### src/rtl/rf_pkg.sv
package rf_pkg;

  typedef enum logic [1:0] {
    SZ_WORD = 2'd0,
    SZ_BLO  = 2'd1,
    SZ_BHI  = 2'd2,
    SZ_PAIR = 2'd3
  } acc_size_e;

  localparam logic [3:0] SEL_D0   = 4'd0;
  localparam logic [3:0] SEL_D1   = 4'd1;
  localparam logic [3:0] SEL_X0   = 4'd4;
  localparam logic [3:0] SEL_STAT = 4'd7;
  localparam logic [3:0] SEL_STK  = 4'd8;

  // registers duplicated per bank: D0..D3, X0, X1, frame base
  localparam int NUM_BANKED = 7;

  // is this selector / size combination supported
  function automatic logic acc_legal(input logic [3:0] sel, input logic [1:0] size);
    logic ok;
    case (acc_size_e'(size))
      SZ_WORD: ok = (sel <= SEL_STK);
      SZ_BLO,
      SZ_BHI:  ok = (sel == SEL_D0) || (sel == SEL_D1);
      default: ok = (sel == SEL_D0) || (sel == SEL_D1) || (sel == SEL_X0);
    endcase
    return ok;
  endfunction

  // banked index of the upper half of a pair
  function automatic logic [2:0] pair_upper(input logic [3:0] sel);
    logic [2:0] hi;
    case (sel)
      SEL_D0:  hi = 3'd2;
      SEL_D1:  hi = 3'd3;
      default: hi = 3'd5;
    endcase
    return hi;
  endfunction

endpackage

### src/rtl/rf_wr_decode.sv
module rf_wr_decode
  import rf_pkg::*;
(
  input  logic       wr_en,
  input  logic [3:0] sel,
  input  logic [1:0] size,
  output logic       accept,
  output logic       to_bank,
  output logic       to_shared
);
  assign accept    = wr_en && acc_legal(sel, size);
  assign to_bank   = accept && (sel < 4'(NUM_BANKED));
  assign to_shared = accept && ((sel == SEL_STAT) || (sel == SEL_STK));
endmodule

### src/rtl/rf_bank.sv
module rf_bank
  import rf_pkg::*;
#(
  parameter int DW   = 16,
  parameter int NREG = NUM_BANKED
) (
  input  logic                     clk,
  input  logic                     rst,
  input  logic                     we,
  input  logic [3:0]               sel,
  input  logic [1:0]               size,
  input  logic [2*DW-1:0]          wd,
  output logic [NREG-1:0][DW-1:0]  q
);
  localparam int HB = DW / 2;
  localparam int IW = $clog2(NREG);

  logic [IW-1:0] idx;
  logic [IW-1:0] hidx;

  assign idx  = sel[IW-1:0];
  assign hidx = IW'(pair_upper(sel));

  always_ff @(posedge clk) begin
    if (rst) begin
      q <= '0;
    end else if (we) begin
      case (acc_size_e'(size))
        SZ_WORD: q[idx]          <= wd[DW-1:0];
        SZ_BLO:  q[idx][HB-1:0]  <= wd[HB-1:0];
        SZ_BHI:  q[idx][DW-1:HB] <= wd[HB-1:0];
        default: begin
          q[idx]  <= wd[DW-1:0];
          q[hidx] <= wd[2*DW-1:DW];
        end
      endcase
    end
  end
endmodule

### src/rtl/rf_shared.sv
module rf_shared
  import rf_pkg::*;
#(
  parameter int DW = 16
) (
  input  logic          clk,
  input  logic          rst,
  input  logic          we,
  input  logic [3:0]    sel,
  input  logic          stk_sel,
  input  logic [DW-1:0] wd,
  output logic [DW-1:0] sb_q,
  output logic [DW-1:0] sp_q
);
  logic [DW-1:0] usp_q;
  logic [DW-1:0] isp_q;

  always_ff @(posedge clk) begin
    if (rst) begin
      sb_q  <= '0;
      usp_q <= '0;
      isp_q <= '0;
    end else if (we) begin
      if (sel == SEL_STAT) sb_q  <= wd;
      else if (stk_sel)    isp_q <= wd;
      else                 usp_q <= wd;
    end
  end

  assign sp_q = stk_sel ? isp_q : usp_q;
endmodule

### src/rtl/rf_rdmux.sv
module rf_rdmux
  import rf_pkg::*;
#(
  parameter int DW   = 16,
  parameter int NREG = NUM_BANKED
) (
  input  logic [NREG-1:0][DW-1:0] q,
  input  logic [DW-1:0]           sb,
  input  logic [DW-1:0]           sp,
  input  logic [3:0]              sel,
  input  logic [1:0]              size,
  input  logic                    legal,
  output logic [2*DW-1:0]         data
);
  localparam int HB = DW / 2;
  localparam int IW = $clog2(NREG);

  logic [DW-1:0] word;

  always_comb begin
    if (sel < 4'(NREG))        word = q[sel[IW-1:0]];
    else if (sel == SEL_STAT)  word = sb;
    else                       word = sp;

    data = '0;
    if (legal) begin
      case (acc_size_e'(size))
        SZ_WORD: data[DW-1:0] = word;
        SZ_BLO:  data[HB-1:0] = word[HB-1:0];
        SZ_BHI:  data[HB-1:0] = word[DW-1:HB];
        default: data = {q[IW'(pair_upper(sel))], word};
      endcase
    end
  end
endmodule

### src/rtl/banked_regfile.sv
module banked_regfile
  import rf_pkg::*;
#(
  parameter int DW        = 16,
  parameter int NUM_BANKS = 2,
  parameter int BANK_W    = (NUM_BANKS > 1) ? $clog2(NUM_BANKS) : 1
) (
  input  logic              clk,
  input  logic              rst,
  input  logic [BANK_W-1:0] bank_sel,
  input  logic              stk_sel,
  input  logic              wr_en,
  input  logic [3:0]        wr_sel,
  input  logic [1:0]        wr_size,
  input  logic [2*DW-1:0]   wr_data,
  input  logic [3:0]        ra_sel,
  input  logic [1:0]        ra_size,
  output logic [2*DW-1:0]   ra_data,
  input  logic [3:0]        rb_sel,
  input  logic [1:0]        rb_size,
  output logic [2*DW-1:0]   rb_data
);
  // named internal events
  logic wr_ok;
  logic wr_bank_hit;
  logic wr_shared_hit;
  logic ra_ok;
  logic rb_ok;

  logic [NUM_BANKED-1:0][DW-1:0] bank_q [NUM_BANKS];
  logic [NUM_BANKED-1:0][DW-1:0] cur_q;
  logic [DW-1:0]                 sb_q;
  logic [DW-1:0]                 sp_q;

  rf_wr_decode u_wdec (
    .wr_en     (wr_en),
    .sel       (wr_sel),
    .size      (wr_size),
    .accept    (wr_ok),
    .to_bank   (wr_bank_hit),
    .to_shared (wr_shared_hit)
  );

  for (genvar b = 0; b < NUM_BANKS; b++) begin : g_bank
    rf_bank #(.DW(DW), .NREG(NUM_BANKED)) u_bank (
      .clk  (clk),
      .rst  (rst),
      .we   (wr_bank_hit && (bank_sel == BANK_W'(b))),
      .sel  (wr_sel),
      .size (wr_size),
      .wd   (wr_data),
      .q    (bank_q[b])
    );
  end

  rf_shared #(.DW(DW)) u_shared (
    .clk     (clk),
    .rst     (rst),
    .we      (wr_shared_hit),
    .sel     (wr_sel),
    .stk_sel (stk_sel),
    .wd      (wr_data[DW-1:0]),
    .sb_q    (sb_q),
    .sp_q    (sp_q)
  );

  assign cur_q = bank_q[bank_sel];
  assign ra_ok = acc_legal(ra_sel, ra_size);
  assign rb_ok = acc_legal(rb_sel, rb_size);

  rf_rdmux #(.DW(DW), .NREG(NUM_BANKED)) u_rda (
    .q(cur_q), .sb(sb_q), .sp(sp_q),
    .sel(ra_sel), .size(ra_size), .legal(ra_ok), .data(ra_data)
  );

  rf_rdmux #(.DW(DW), .NREG(NUM_BANKED)) u_rdb (
    .q(cur_q), .sb(sb_q), .sp(sp_q),
    .sel(rb_sel), .size(rb_size), .legal(rb_ok), .data(rb_data)
  );
endmodule

### config.mk
export PLATFORM = sky130hd
export DESIGN_NAME = banked_regfile
export DESIGN_NICKNAME = d
export VERILOG_FILES = /design/src/rtl/rf_pkg.sv /design/src/rtl/rf_wr_decode.sv /design/src/rtl/rf_bank.sv /design/src/rtl/rf_shared.sv /design/src/rtl/rf_rdmux.sv /design/src/rtl/banked_regfile.sv
export SDC_FILE = /design/constraint.sdc
export NUM_CORES = 1
export LEC_CHECK = 0
export BUFFER_PORTS_ARGS = -buffer_cell sky130_fd_sc_hd__buf_4
export CAP_MARGIN = 20
export CORE_UTILIZATION = 50
export CTS_CLUSTER_DIAMETER = 120
export DETAILED_ROUTE_END_ITERATION = 16
export PLACE_DENSITY = 0.66
export SLEW_MARGIN = 0
export SYNTH_ARGS = -nofsm -noshare
export SYNTH_HDL_FRONTEND = slang
export SYNTH_SLANG_ARGS = --single-unit
### constraint.sdc
create_clock -name clk -period 2.7 [get_ports clk]
set_input_delay 0.135 -clock clk [delete_from_list [all_inputs] [get_ports clk]]
set_output_delay 0.135 -clock clk [all_outputs]
set_load 0.01 [all_outputs]
==> results_dict.tcl <==
set metrics [dict create \
    status "finished, violations left" \
    violations "negative setup slack" \
    fp.dieW_um 202 \
    cp-end-kind "output pin" \
    placedInstanceArea_um2 21500 \
    place_worst_setup_slack_ns 0.144 \
    n_antenna_cell 0 \
    grt_pass1_vias 19700 \
    drc 0 \
    die-area_um2 40800 \
    grt_use_total_pct 40.7 \
    netlist_area_um2 20000 \
    synth_nets 2465 \
    synth_cell_types 79 \
    synth_edf_count 0 \
    fin_area_um2 22800 \
    ys_ff_latch 272 \
    irDropWorstVdd_v 0.000368 \
    ys_warn_count 0 \
    cts_tree "built" \
    grt_setup_unrepaired "false" \
    p_leak_nw 8.07 \
    antenna_found_initial 1 \
    synthCells 2398 \
    clk_pin_slew_ns 0.05 \
    place.port_buffers 118 \
    nets 2499 \
    ys_seq_area_share_pct 27.2 \
    crit_chain "mux2_2 > mux4_2 > mux2_2 > nor2_1 > a2111oi_0 > buf_4" \
    crit_fanout 4 \
    numCtsBuffers 35 \
    r2r_start "g_bank[1].u_bank.q[90]$_SDFFE_PP0P_" \
    ys.flop_type "dfxtp_1" \
    layout_setup_ws_ns -0.00473 \
    r2r_setup_slack_ns 1.19 \
    final_max_slew_viol_count 0 \
    postRouteAntennaNets 0 \
    clockBufferDepth 3 \
    slew-limit-headroom_pct 36.3 \
    insertion_delay_ns 0.53 \
    crit_path_frequent_cell "mux2_2" \
    async_flop_share_pct 0 \
    first_pass_iters 8 \
    post-route-period-util_pct 100 \
    crit_arrival_ns 2.57 \
    grt_pass1_wl_um 126000 \
    fin_setup_tns_ns -0.00473 \
    core_area_um2 39000 \
    vias 21100 \
    crit_type "reg2out" \
    max_stage_delay_ns 0.57 \
    start_util_pct 51.2 \
    setup_viol 1 \
    die-height_um 202 \
    drtIter0Drc 3194 \
    startpoint_type "flip-flop" \
    cp-startpoint "g_bank[1].u_bank.q[63]$_SDFFE_PP0P_" \
    gp_congestion 0.994 \
    min_from "wr_data[16]" \
    grt_overflow_total 0 \
    synth.avg_cell_area_um2 8.34 \
    h-tree-depth 2 \
    io-pin-count 119 \
    post-cts-setup-buffer-count 0 \
    cp_top_family "multiplexers" \
    rows 72 \
    cts_sinks 272 \
    p_per_area_nw_per_um2 467 \
    finalWirelength_um 84500 \
    period_needed_ns 2.70 \
    viasPerCell 7.11 \
    cp.buffers_inverters 1 \
    cts-root-buf "clkbuf_16" \
    maxCapViolations 0 \
    finalClockSkew_ns 0 \
    wl_per_cell_um 28.4 \
    hold_viol 0 \
    drive_gt1_share_pct 21.9 \
    worst_path_max_delay_cell "a2111oi_0" \
    max_freq_mhz 370 \
    hold_slack_ns 0.0158 \
    hold_class "in2reg" \
    required_ns 2.57 \
    grt_max_degree 86 \
    worst_pin_slew_ns 0.955 \
    area.growth.synth_to_final_pct 14.0 \
    fill_cells 3485 \
    place_hpwl_um 59900 \
]
==> flip-flops by register name, summed over array words and instances, names as in the netlist <==
name and count:
u_shared.sb_q 16, u_shared.usp_q 16, u_shared.isp_q 16, g_bank.u_bank.q 224
==> repair_timing <==
action / CTS / global route
hold endpoints to repair: 12 / 0
setup endpoints to repair: 6 / 14
hold buffers: 10 / 0
pin swaps: 0 / 1
gates resized for setup: 6 / 19
==> power by group <==
part | internal (mW) | switching (mW) | total, mW
sequential | 4.04 | 0.0317 | 4.07
combinational | 0.583 | 1.20 | 1.79
clock | 2.90 | 1.89 | 4.79
==> synth_stat cells, types with 13 or more instances <==
library cell | number | share of area, %
nor2b_1 | 19 | 0.59
o21ai_0 | 218 | 5.5
nand3_1 | 59 | 1.5
a31oi_1 | 46 | 1.4
buf_4 | 15 | 0.56
mux4_2 | 113 | 13
clkbuf_1 | 133 | 2.5
o21ai_1 | 15 | 0.38
a22oi_1 | 75 | 2.8
o21a_1 | 18 | 0.68
nor3_1 | 60 | 1.5
a21o_1 | 13 | 0.49
mux2i_1 | 95 | 4.8
inv_1 | 27 | 0.51
o211ai_1 | 34 | 1.3
a22o_1 | 28 | 1.2
nand2b_1 | 49 | 1.5
o22ai_1 | 26 | 0.81
a311oi_1 | 40 | 1.8
nand2_1 | 202 | 3.8
buf_6 | 16 | 0.90
a21oi_1 | 180 | 4.5
nor2_1 | 264 | 5.0
a211oi_1 | 61 | 2.3
buf_2 | 80 | 2.0
mux2_2 | 46 | 2.6
and4b_1 | 21 | 1.1
dfxtp_1 | 272 | 27
buf_1 | 13 | 0.24
==> placed cells by master (no fill, tap or decap), drive strengths merged, types with 52 or more instances in the layout <==
cell | netlist | layout
a211oi | 66 | 66
a21oi | 182 | 182
a22oi | 75 | 75
buf | 124 | 245
dfxtp | 272 | 272
mux2 | 52 | 52
mux2i | 95 | 95
mux4 | 113 | 113
nand2 | 203 | 203
nand3 | 61 | 61
nor2 | 267 | 267
nor3 | 72 | 72
o21ai | 235 | 235
==> through the flow <==
step	instances	power, mW	utilization (%)
floorplan	2398	5.25	-
global placement	2903	5.82	55.0
detailed placement	2903	5.85	55.0
CTS	2971	10.6	58.3
global route	2971	10.9	58.4
finish	2971	10.6	58.4
==> worst paths after layout <==
path	to	cells past startpoint
worst max-delay path	rb_data[15]	6
worst min-delay path	g_bank[0].u_bank.q[80]$_SDFFE_PP0P_	5
worst max register to register	g_bank[1].u_bank.q[90]$_SDFFE_PP0P_	5
worst min register to register	g_bank[1].u_bank.q[99]$_SDFFE_PP0P_	2
==> cell families after synthesis <==
logic type      synth area share (%)
compound gates                  26.1
buf+inv                         6.79
simple gates                    18.6
flops                           27.2
mux                             20.5
fa+ha+maj                      0.751
==> routing by layer <==
layer  track usage, %  vias up  wire length, um
li1                 -     9085                -
met1             57.9    10200            33700
met2             56.8     1697            34500
met3             14.0      182            13800
met4             13.3        4             2510
met5                0        -               27
==> cell type report <==
cell class              instances  area [um^2]  share of cell area [%]
flip-flops and latches        272         5460                    23.9
clock buffers                  48          975                    4.28
clock inverters                10          158                   0.692
well taps                     518          648                    2.84
inverters                      28          105                   0.461
repair buffers                256         2130                    9.35
multi-input cells            1839        13300                    58.4
==> worst reg2reg max path: stages, from the launching register on <==
cell and delay, ns:
dfxtp_1 0.46, nor4b_1 0.29, o21ai_0 0.18, o21ai_0 0.15, a21oi_1 0.10, a311oi_1 0.23
(Power assumes the default switching activity.)
